===== src/rtl/rtc_trim_pkg.sv =====
package rtc_trim_pkg;

    typedef enum logic [2:0] {
        ADDR_CTRL = 3'd0,
        ADDR_SEC  = 3'd1,
        ADDR_MIN  = 3'd2,
        ADDR_HOUR = 3'd3,
        ADDR_TRIM = 3'd4
    } reg_addr_e;

    localparam int CTRL_RUN  = 0;
    localparam int CTRL_H12  = 1;
    localparam int CTRL_FLAG = 2;
    localparam int CTRL_BUSY = 3;
    localparam int HOUR_PM   = 7;
    localparam int TRIM_GO   = 7;
    localparam int TRIM_W    = 6;

    typedef struct packed {
        logic [6:0] sec;
        logic [6:0] min;
        logic [5:0] hour;
        logic       pm;
    } clock_t;

    // BCD increment of a two-digit value
    function automatic logic [7:0] bcd_inc(input logic [7:0] v);
        if (v[3:0] >= 4'd9) return {v[7:4] + 4'd1, 4'd0};
        else                return {v[7:4], v[3:0] + 4'd1};
    endfunction

    // codes 1..32 are positive corrections
    function automatic logic trim_positive(input logic [TRIM_W-1:0] c);
        return (c != '0) && (c <= TRIM_W'(32));
    endfunction

    function automatic logic [TRIM_W-1:0] trim_magnitude(input logic [TRIM_W-1:0] c);
        if (c <= TRIM_W'(32)) return c;
        else                  return TRIM_W'(0) - c;
    endfunction

endpackage


===== src/rtl/rtc_trim_prescaler.sv =====
module rtc_trim_prescaler #(
    parameter int DIV_W = 15
) (
    input  logic clk,
    input  logic rst_n,
    input  logic run_i,
    input  logic restart_i,
    input  logic skip_i,
    input  logic hold_i,
    output logic tick_o
);

    typedef struct packed {
        logic [DIV_W-1:0] div;
        logic             tick;
    } st_t;

    st_t            st_d, st_q;
    logic [DIV_W:0] step;
    logic [DIV_W:0] sum;

    always_comb begin
        st_d = st_q;
        if (hold_i)      step = '0;
        else if (skip_i) step = (DIV_W+1)'(2);
        else             step = (DIV_W+1)'(1);
        sum = {1'b0, st_q.div} + step;
        if (restart_i) begin
            st_d.div  = '0;
            st_d.tick = 1'b0;
        end else if (run_i) begin
            st_d.div  = sum[DIV_W-1:0];
            st_d.tick = sum[DIV_W];
        end else begin
            st_d.tick = 1'b0;
        end
    end

    always_ff @(posedge clk) begin
        if (!rst_n) st_q <= '0;
        else        st_q <= st_d;
    end

    assign tick_o = st_q.tick;

    AST_STOP_FREEZE: assert property (@(posedge clk) disable iff (!rst_n)
        !run_i && !restart_i |=> $stable(st_q.div));
    AST_TICK_NEEDS_RUN: assert property (@(posedge clk) disable iff (!rst_n)
        st_q.tick |-> $past(run_i));
    AST_RESTART_ZERO: assert property (@(posedge clk) disable iff (!rst_n)
        restart_i |=> (st_q.div == '0) && !st_q.tick);
    AST_HOLD_NO_MOVE: assert property (@(posedge clk) disable iff (!rst_n)
        run_i && hold_i && !restart_i |=> $stable(st_q.div) && !st_q.tick);

endmodule


===== src/rtl/rtc_trim_regulator.sv =====
module rtc_trim_regulator
    import rtc_trim_pkg::*;
#(
    parameter int BUSY_TICKS = 544
) (
    input  logic              clk,
    input  logic              rst_n,
    input  logic              trig_i,
    input  logic [TRIM_W-1:0] trim_i,
    output logic              skip_o,
    output logic              hold_o,
    output logic              busy_o
);

    localparam int BUSY_W = $clog2(BUSY_TICKS + 1);

    typedef struct packed {
        logic [BUSY_W-1:0] busy;
        logic [TRIM_W-1:0] adj;
        logic              pos;
    } st_t;

    st_t  st_d, st_q;
    logic accept;

    always_comb begin
        st_d   = st_q;
        accept = trig_i && (st_q.busy == '0);
        if (accept) begin
            st_d.busy = BUSY_W'(BUSY_TICKS);
            st_d.adj  = trim_magnitude(trim_i);
            st_d.pos  = trim_positive(trim_i);
        end else begin
            if (st_q.busy != '0) st_d.busy = st_q.busy - BUSY_W'(1);
            if (st_q.adj != '0)  st_d.adj  = st_q.adj - TRIM_W'(1);
        end
    end

    always_ff @(posedge clk) begin
        if (!rst_n) st_q <= '0;
        else        st_q <= st_d;
    end

    assign skip_o = (st_q.adj != '0) &&  st_q.pos;
    assign hold_o = (st_q.adj != '0) && !st_q.pos;
    assign busy_o = (st_q.busy != '0);

    AST_ADJ_IN_WINDOW: assert property (@(posedge clk) disable iff (!rst_n)
        (st_q.adj != '0) |-> (st_q.busy != '0));
    AST_RETRIG_IGNORED: assert property (@(posedge clk) disable iff (!rst_n)
        trig_i && (st_q.busy != '0) |=> st_q.busy == $past(st_q.busy) - BUSY_W'(1));
    AST_ACCEPT_LOAD: assert property (@(posedge clk) disable iff (!rst_n)
        trig_i && (st_q.busy == '0) |=> st_q.busy == BUSY_W'(BUSY_TICKS));
    AST_SKIP_HOLD_EXCL: assert property (@(posedge clk) disable iff (!rst_n)
        !(skip_o && hold_o));

endmodule


===== src/rtl/rtc_trim_timekeeper.sv =====
module rtc_trim_timekeeper
    import rtc_trim_pkg::*;
(
    input  logic       clk,
    input  logic       rst_n,
    input  logic       adv_i,
    input  logic       h12_i,
    input  logic       wr_sec_i,
    input  logic       wr_min_i,
    input  logic       wr_hour_i,
    input  logic [7:0] wdata_i,
    output clock_t     time_o,
    output logic       wrap_o
);

    clock_t     st_d, st_q;
    logic       wr_any;
    logic       step;
    logic [7:0] sec_n, min_n, hour_n;

    always_comb begin
        st_d   = st_q;
        wr_any = wr_sec_i || wr_min_i || wr_hour_i;
        step   = adv_i && !wr_any;
        sec_n  = bcd_inc({1'b0, st_q.sec});
        min_n  = bcd_inc({1'b0, st_q.min});
        hour_n = bcd_inc({2'b00, st_q.hour});
        wrap_o = step && (st_q.sec == 7'h59);
        if (step) begin
            if (st_q.sec == 7'h59) begin
                st_d.sec = '0;
                if (st_q.min == 7'h59) begin
                    st_d.min = '0;
                    if (h12_i) begin
                        if (st_q.hour == 6'h11) begin
                            st_d.hour = 6'h12;
                            st_d.pm   = !st_q.pm;
                        end else if (st_q.hour == 6'h12) begin
                            st_d.hour = 6'h01;
                        end else begin
                            st_d.hour = hour_n[5:0];
                        end
                    end else begin
                        if (st_q.hour == 6'h23) st_d.hour = '0;
                        else                    st_d.hour = hour_n[5:0];
                    end
                end else begin
                    st_d.min = min_n[6:0];
                end
            end else begin
                st_d.sec = sec_n[6:0];
            end
        end
        if (wr_sec_i) st_d.sec = wdata_i[6:0];
        if (wr_min_i) st_d.min = wdata_i[6:0];
        if (wr_hour_i) begin
            st_d.hour = wdata_i[5:0];
            st_d.pm   = wdata_i[HOUR_PM];
        end
    end

    always_ff @(posedge clk) begin
        if (!rst_n) st_q <= '0;
        else        st_q <= st_d;
    end

    assign time_o = st_q;

    AST_SEC_WRAP: assert property (@(posedge clk) disable iff (!rst_n)
        adv_i && !wr_any && (st_q.sec == 7'h59) |=> (st_q.sec == '0));
    AST_IDLE_HOLD: assert property (@(posedge clk) disable iff (!rst_n)
        !adv_i && !wr_any |=> $stable(st_q));
    AST_H24_WRAP: assert property (@(posedge clk) disable iff (!rst_n)
        step && !h12_i && (st_q.sec == 7'h59) && (st_q.min == 7'h59) && (st_q.hour == 6'h23)
        |=> (st_q.hour == '0));
    AST_H12_PM_TOGGLE: assert property (@(posedge clk) disable iff (!rst_n)
        step && h12_i && (st_q.sec == 7'h59) && (st_q.min == 7'h59) && (st_q.hour == 6'h11)
        |=> (st_q.pm != $past(st_q.pm)));
    AST_WRITE_WINS: assert property (@(posedge clk) disable iff (!rst_n)
        wr_sec_i |=> (st_q.sec == $past(wdata_i[6:0])));

endmodule


===== src/rtl/rtc_trim_top.sv =====
module rtc_trim_top
    import rtc_trim_pkg::*;
#(
    parameter int DIV_W      = 15,
    parameter int BUSY_TICKS = 544
) (
    input  logic       clk,
    input  logic       rst_n,
    input  logic       bus_wr,
    input  logic [2:0] bus_addr,
    input  logic [7:0] bus_wdata,
    output logic [7:0] bus_rdata,
    output logic       tick_1hz,
    output logic       irq,
    output logic       reg_busy
);

    typedef struct packed {
        logic              run;
        logic              h12;
        logic              flag;
        logic [TRIM_W-1:0] trim;
    } ctl_t;

    ctl_t   ctl_d, ctl_q;
    logic   wr_ctrl, wr_sec, wr_min, wr_hour, wr_trim;
    logic   restart, trig;
    logic   skip, hold, busy, tick, wrap;
    clock_t now;

    assign wr_ctrl = bus_wr && (bus_addr == ADDR_CTRL);
    assign wr_sec  = bus_wr && (bus_addr == ADDR_SEC);
    assign wr_min  = bus_wr && (bus_addr == ADDR_MIN);
    assign wr_hour = bus_wr && (bus_addr == ADDR_HOUR);
    assign wr_trim = bus_wr && (bus_addr == ADDR_TRIM);
    assign restart = wr_ctrl && bus_wdata[CTRL_RUN];
    assign trig    = wr_trim && bus_wdata[TRIM_GO];

    rtc_trim_regulator #(.BUSY_TICKS(BUSY_TICKS)) u_reg (
        .clk    (clk),
        .rst_n  (rst_n),
        .trig_i (trig),
        .trim_i (bus_wdata[TRIM_W-1:0]),
        .skip_o (skip),
        .hold_o (hold),
        .busy_o (busy)
    );

    rtc_trim_prescaler #(.DIV_W(DIV_W)) u_div (
        .clk       (clk),
        .rst_n     (rst_n),
        .run_i     (ctl_q.run),
        .restart_i (restart),
        .skip_i    (skip),
        .hold_i    (hold),
        .tick_o    (tick)
    );

    rtc_trim_timekeeper u_time (
        .clk       (clk),
        .rst_n     (rst_n),
        .adv_i     (tick),
        .h12_i     (ctl_q.h12),
        .wr_sec_i  (wr_sec),
        .wr_min_i  (wr_min),
        .wr_hour_i (wr_hour),
        .wdata_i   (bus_wdata),
        .time_o    (now),
        .wrap_o    (wrap)
    );

    always_comb begin
        ctl_d = ctl_q;
        if (wr_ctrl) begin
            ctl_d.run = bus_wdata[CTRL_RUN];
            ctl_d.h12 = bus_wdata[CTRL_H12];
            if (bus_wdata[CTRL_FLAG]) ctl_d.flag = 1'b0;
        end
        if (wrap)    ctl_d.flag = 1'b1;
        if (wr_trim) ctl_d.trim = bus_wdata[TRIM_W-1:0];
    end

    always_ff @(posedge clk) begin
        if (!rst_n) ctl_q <= '0;
        else        ctl_q <= ctl_d;
    end

    always_comb begin
        case (bus_addr)
            ADDR_CTRL: bus_rdata = {4'b0000, busy, ctl_q.flag, ctl_q.h12, ctl_q.run};
            ADDR_SEC:  bus_rdata = {1'b0, now.sec};
            ADDR_MIN:  bus_rdata = {1'b0, now.min};
            ADDR_HOUR: bus_rdata = {now.pm, 1'b0, now.hour};
            ADDR_TRIM: bus_rdata = {2'b00, ctl_q.trim};
            default:   bus_rdata = 8'h00;
        endcase
    end

    assign tick_1hz = tick;
    assign irq      = ctl_q.flag;
    assign reg_busy = busy;

    AST_FLAG_SET: assert property (@(posedge clk) disable iff (!rst_n)
        wrap |=> irq);
    AST_FLAG_CLEAR: assert property (@(posedge clk) disable iff (!rst_n)
        wr_ctrl && bus_wdata[CTRL_FLAG] && !wrap |=> !irq);
    AST_TICK_ONE_CYCLE: assert property (@(posedge clk) disable iff (!rst_n)
        tick_1hz |=> !tick_1hz);

endmodule


===== config.mk =====
export PLATFORM = sky130hd
export DESIGN_NAME = rtc_trim_top
export DESIGN_NICKNAME = d
export VERILOG_FILES = /design/src/rtl/rtc_trim_pkg.sv /design/src/rtl/rtc_trim_prescaler.sv /design/src/rtl/rtc_trim_regulator.sv /design/src/rtl/rtc_trim_timekeeper.sv /design/src/rtl/rtc_trim_top.sv
export SDC_FILE = /design/constraint.sdc
export NUM_CORES = 1
export LEC_CHECK = 0
export ABC_AREA = 1
export BUFFER_PORTS_ARGS = -buffer_cell sky130_fd_sc_hd__buf_2
export CAP_MARGIN = 5
export CORE_ASPECT_RATIO = 1.2
export CORE_UTILIZATION = 50
export DETAILED_ROUTE_END_ITERATION = 7
export PLACE_DENSITY = 0.68
export SETUP_SLACK_MARGIN = 0.1
export SKIP_CTS_REPAIR_TIMING = 1
export SLEW_MARGIN = 20
export SYNTH_ARGS = -nofsm -noshare
export SYNTH_HDL_FRONTEND = slang
export SYNTH_SLANG_ARGS = --single-unit

===== constraint.sdc =====
create_clock -name clk -period 6.5 [get_ports clk]
set_clock_uncertainty 0.05 [all_clocks]
set_input_delay 1.3 -clock clk [delete_from_list [all_inputs] [get_ports clk]]
set_output_delay 1.3 -clock clk [all_outputs]
set_load 0.1 [all_outputs]

======== Word-level counts from Yosys, hierarchy flattened ========
Cells that the tools add are included.
storage, ports and cells
  logic and storage cells ................. 114
  output and inout bits ................... 11
  flip-flop bits (word level) ............. 63
  bits of input ports ..................... 14
operators by class
  multiplexer cells ....................... 27
  equality and inequality tests ........... 9
  add/subtract/negate cells ............... 10
  bitwise operators ....................... 2
  reductions and logical operators ........ 46
  magnitude comparators ................... 4
operators by type and width
  kind                                                      count
  two-way mux 7 bit                                         8
  two-way mux 6 bit                                         7
  one-hot mux 8 bit (5 select lines)                        1
  two-way mux 16 bit                                        2
  nonzero test 2 bit                                        12
  two-way mux 21 bit                                        1
  adder 15 x 16 -> 16 bit                                   1
  == test 7 bit, second input constant                      2
  two-way mux 14 bit                                        1
  logical AND 1 bit                                         13
  adder 4 x 1 -> 4 bit, second input constant               3
  == test 6 x 5 -> 1 bit, second input constant             2
  greater-or-equal comparator 4 bit, second input constant  3
  nonzero test 6 bit                                        2
  logical NOT 10 bit                                        1
  two-way mux 10 bit                                        1
  nonzero test 10 bit                                       1
  subtractor 10 x 1 -> 10 bit, second input constant        1
  adder 3 x 1 -> 3 bit, second input constant               2
  == test 3 x 2 -> 1 bit, second input constant             2
  == test 6 bit, second input constant                      1
  <= comparator 6 bit, second input constant                1
  AND reduction 2 bit                                       3
  AND reduction 3 bit                                       2
  other kinds (15)                                          25

======== Logic depth before layout (Yosys ltp) ========
  word-level depth ........................ 9
  gate-level depth with buffers ........... 14
  mapped depth without buffers ............ 14

======== Cells and area by module ========
A second synthesis with hierarchy kept.
second synthesis, totals
  cell total of the unflattened synthesis .. 692
  area, all modules ....................... 4516.8 um2
by module, submodules not included
  module               area an instance (um2)  cells each  times used  seq. area each (um2)
  rtc_trim_timekeeper  1769.2                  256         1           420.4
  rtc_trim_regulator   1116.1                  180         1           340.3
  rtc_trim_prescaler   848.3                   122         1           320.3
  rtc_trim_top         783.3                   134         1           180.2

======== Least setup slack after synthesis ========
Ideal clock, no wire load.
  path kind ............................... input -> output
  start ................................... input bus_addr[0]
  end ..................................... output bus_rdata[1]
  arrival ................................. 3.770 ns
  path slack .............................. 1.380 ns
  path buffers ............................ 0
  cell stages on the path ................. 3
  required time ........................... 5.150 ns
  cell sequence ........................... nor3_4 inv_1 o21ai_0
on the way
  cells in the longest elaborated chain, start to end .. 2
  elaborated cells between the ends (all ways) .. 6
  classes of those cells .................. eq/ne (4); mux (1); reduce/logical (1)
RTL lines
  element                                 line                source
  start: declaration                      rtc_trim_top.sv:10  input logic [2:0] bus_addr,
  == test 3 bit (tied with other cells)   rtc_trim_top.sv:89  case (bus_addr)
  one-hot mux 8 bit (5 select lines) (*)  rtc_trim_top.sv:89
  end: declaration                        rtc_trim_top.sv:12  output logic [7:0] bus_rdata,
Mark *: on every way between the ends. The rest lies on a longest branch, timed or not.

======== Worst setup path in the final report ========
Ends and elaborated chain as after synthesis.

==> impl_metrics.csv <==
group,metric,value,unit
global_routing,grt_pass1_wl,15450,um
yosys,ys_top_cells_by_count,"117 x nand2_1, 76 x inv_1, 63 x dfxtp_1, 60 x nor2_1, 48 x a21oi_1",
global_routing,gr-usage-met1,29.57,%
yosys,yosysWarnings,0,
critical_path,crit_fanout,7,
job,drv_cap,0,
yosys,syn-instance-count,564,
critical_path,path_common_cell,"buf_2",
yosys,synth.avg_cell_area,6.902,um^2
power_and_ir_drop,power,1.081,mW
drt,drc,0,
global_routing,top_usage_layer,"met2",
critical_path,ff2ff_path_depth,14,
sta,fin_ws,2.417,ns
sta,hold_violations,0,
placement,post_dp_cell_area,0.004068,mm^2
worst_hold_path,worstHoldPathCells,2,
drt,viasPerCell,5.336,
worst_hold_path,worstHoldPathType,"flip-flop to flip-flop",
cts,cts_buffers,9,
drt,first_iter_violations,165,
floorplanning,start_util,52.59,%
layout,final_util,57.17,%
run_status,status,"complete, no violations",
placement,globalplace.congestion,0.8750,
power_and_ir_drop,power_density,255.4,mW/mm^2
cts,clock_latency,0.34,ns
yosys,synth.distinct_cells,39,
drt,ant_nets,0,
critical_path,critPathRequiredTime,5.15,ns
critical_path,crit_type,"input port to primary output",
global_routing,grt_usage,24.77,%
worst_hold_path,hold_start,"u_div.st_q[15]",
sta,slew_viol_final,0,
critical_path,reg2reg_to,"u_div.st_q[13]",
global_routing,grt_pass1_vias,3485,
layout,fillers,763,
cts,h-tree-depth,3,
yosys,seq_area_frac_synth,32.40,%
floorplanning,fp.dieArea,0.008143,mm^2
floorplanning,fp.dieW,82.55,um
layout,n_antenna_cell,0,
sta,relSlewSlack,61.10,%
yosys,synth-edff-count,0,
drt,firstDrtPassIters,4,
cts,cts_sinks,63,
floorplanning,placeableCoreArea,0.007402,mm^2
critical_path,crit_buf_inv,4,
global_routing,antenna_found_initial,0,
critical_path,reg2reg_slack,3.80,ns
critical_path,start_kind,"input port",
power_and_ir_drop,ir_worst_vdd,0.1993,mV
drt,vias,3650,
layout,final_cell_area,0.004232,mm^2
global_routing,grt-ovfl-total,0,
layout,area_growth,8.711,%
yosys,ys.flop_type,"dfxtp_1",
global_routing,grt_max_degree,25,
sta,tns,0,ns
critical_path,cp_cell_sequence,"buf_2 -> inv_2 -> nor3_2 -> inv_1 -> o22ai_1 -> nor2_1 -> o21ai_0 -> buf_2",
yosys,synth_fp_nets,601,
yosys,synth_top_area_share,32.40,%
worst_hold_path,hold_end,"u_div.st_q[15]",
yosys,synth.largest_area_cell,"dfxtp_1",
sta,worst_pin_slew,0.5829,ns
floorplanning,die_h,98.66,um
cts,cts-root-buf,"clkbuf_8",
drt,wl,9267,um
sta,setup_viol,0,
yosys,ys_seq_elements,63,
yosys,synth_area_leaders,"dfxtp_1 32%, nand2_1 11%, inv_1 7.3%",
critical_path,slowest_stage,"buf_2",
cts,clockBufferDepth,2,
critical_path,r2r-start,"u_reg.st_q[1]",
sta,max_freq,244.9,MHz
yosys,yosysMostFrequentCell,"nand2_1",
power_and_ir_drop,p_leak,1.866,nW
sta,rsz0062_at_grt,"no",
critical_path,worstSetupEndpointType,"primary output",
global_routing,met3_usage,3.241,%
sta,fin_crit_sh,62.82,%
drt,routedWlPerCell,13.55,um
yosys,synthArstFlopShare,0,%
floorplanning,ios,25,
sta,min_period,4.083,ns
layout,drive_above_1_share,11.28,%
placement,dpl.hpwl,6936,um
cts,path_clk_slew,0.06,ns
yosys,syn-cell-area,0.003892,mm^2
floorplanning,num_rows,34,
critical_path,max_stage_delay,0.47,ns
global_routing,gr-usage-met2,41.89,%
layout,final_net_count,627,
placement,io_buffers,24,
placement,dp_slack,2.442,ns
cts,cts_tree,"built",
critical_path,critPathTopFamily,"buffers and inverters",
critical_path,crit_arrival,2.73,ns
worst max-delay path by stage:
stage                         endpoint   startpoint  cells after the start  slack, ns
after floorplan           bus_rdata[1]  bus_addr[0]                      3       1.38
after detailed placement  bus_rdata[1]  bus_addr[0]                      8       2.44
after global placement    bus_rdata[4]  bus_addr[0]                      6       2.49
final                     bus_rdata[1]  bus_addr[0]                      8       2.42
after global routing      bus_rdata[1]  bus_addr[0]                      8       2.34
after CTS                 bus_rdata[1]  bus_addr[0]                      8       2.44
report_power, final:
part | total (mW) | internal (mW) | switching, mW | leakage [nW]
Sequential | 0.451 | 0.424 | 0.0276 | 0.512
Combinational | 0.335 | 0.118 | 0.218 | 1.27
Clock | 0.294 | 0.145 | 0.149 | 0.0850
worst reg2reg max path: cells and delay by family, from the launching register on:
kind | cells | cell delay (ns)
compound gates | 1 | 0.14
buf+inv | 3 | 0.24
flops | 1 | 0.33
simple gates | 7 | 1.09
fa+ha+maj | 3 | 0.81
metal layers:
metal  up-vias  share of wire (%)
met5         -                  0
met4         0                3.9
met3        29                2.8
met2        65                 47
met1      1662                 46
li1       1894                  -
stage by stage:
step	hold slack, ns	instances
after detailed placement	0.4105	669
final	0.4154	684
after global routing	0.4439	684
after floorplan	0.3887	564
after CTS	0.4184	684
after global placement	0.3970	669
flip-flops by register name, indices dropped and copies added, names as in the netlist:
signal         count
u_time.time_o     21
u_reg.st_q        17
u_div.st_q        15
ctl_q              8
irq                1
u_div.tick_o       1
cell families after synthesis:
group	share of synthesized area, %
AND/OR/NAND/NOR	29.89
XOR/XNOR	5.400
AO/OA/AOI/OAI	15.14
adder cells (fa/ha/maj)	7.586
buffers and inverters	9.578
flip-flops	32.40
cell type report:
class / count / area, um^2 / share of cell area [%]
clock buffers: 11 / 141.4 / 3.341
repair buffers: 24 / 120.1 / 2.839
well taps: 90 / 112.6 / 2.661
clock inverters: 4 / 22.52 / 0.5322
flip-flops and latches: 63 / 1261 / 29.80
multi-input cells: 408 / 2258 / 53.37
inverters: 84 / 315.3 / 7.451
placed cells by master, fill, tap and decap left out, drive strengths merged:
cell | synthesis | layout
nand2 | 126 | 126
inv | 83 | 83
dfxtp | 63 | 63
nor2 | 62 | 62
a21oi | 48 | 48
nand3 | 41 | 41
o21ai | 31 | 31
buf | 7 | 24
ha | 22 | 22
o22ai | 16 | 16
xor2 | 16 | 16
clkbuf | 2 | 11
nor3 | 11 | 11
nand4 | 9 | 9
xnor2 | 8 | 8
nand3b | 4 | 4
o211ai | 4 | 4
clkinv | 1 | 4
o221ai | 3 | 3
or2 | 2 | 2
a21o | 1 | 1
a31oi | 1 | 1
a211oi | 1 | 1
o21a | 1 | 1
fa | 1 | 1
clkinvlp | 0 | 1
No activity file was read; power rests on OpenSTA's default activity.
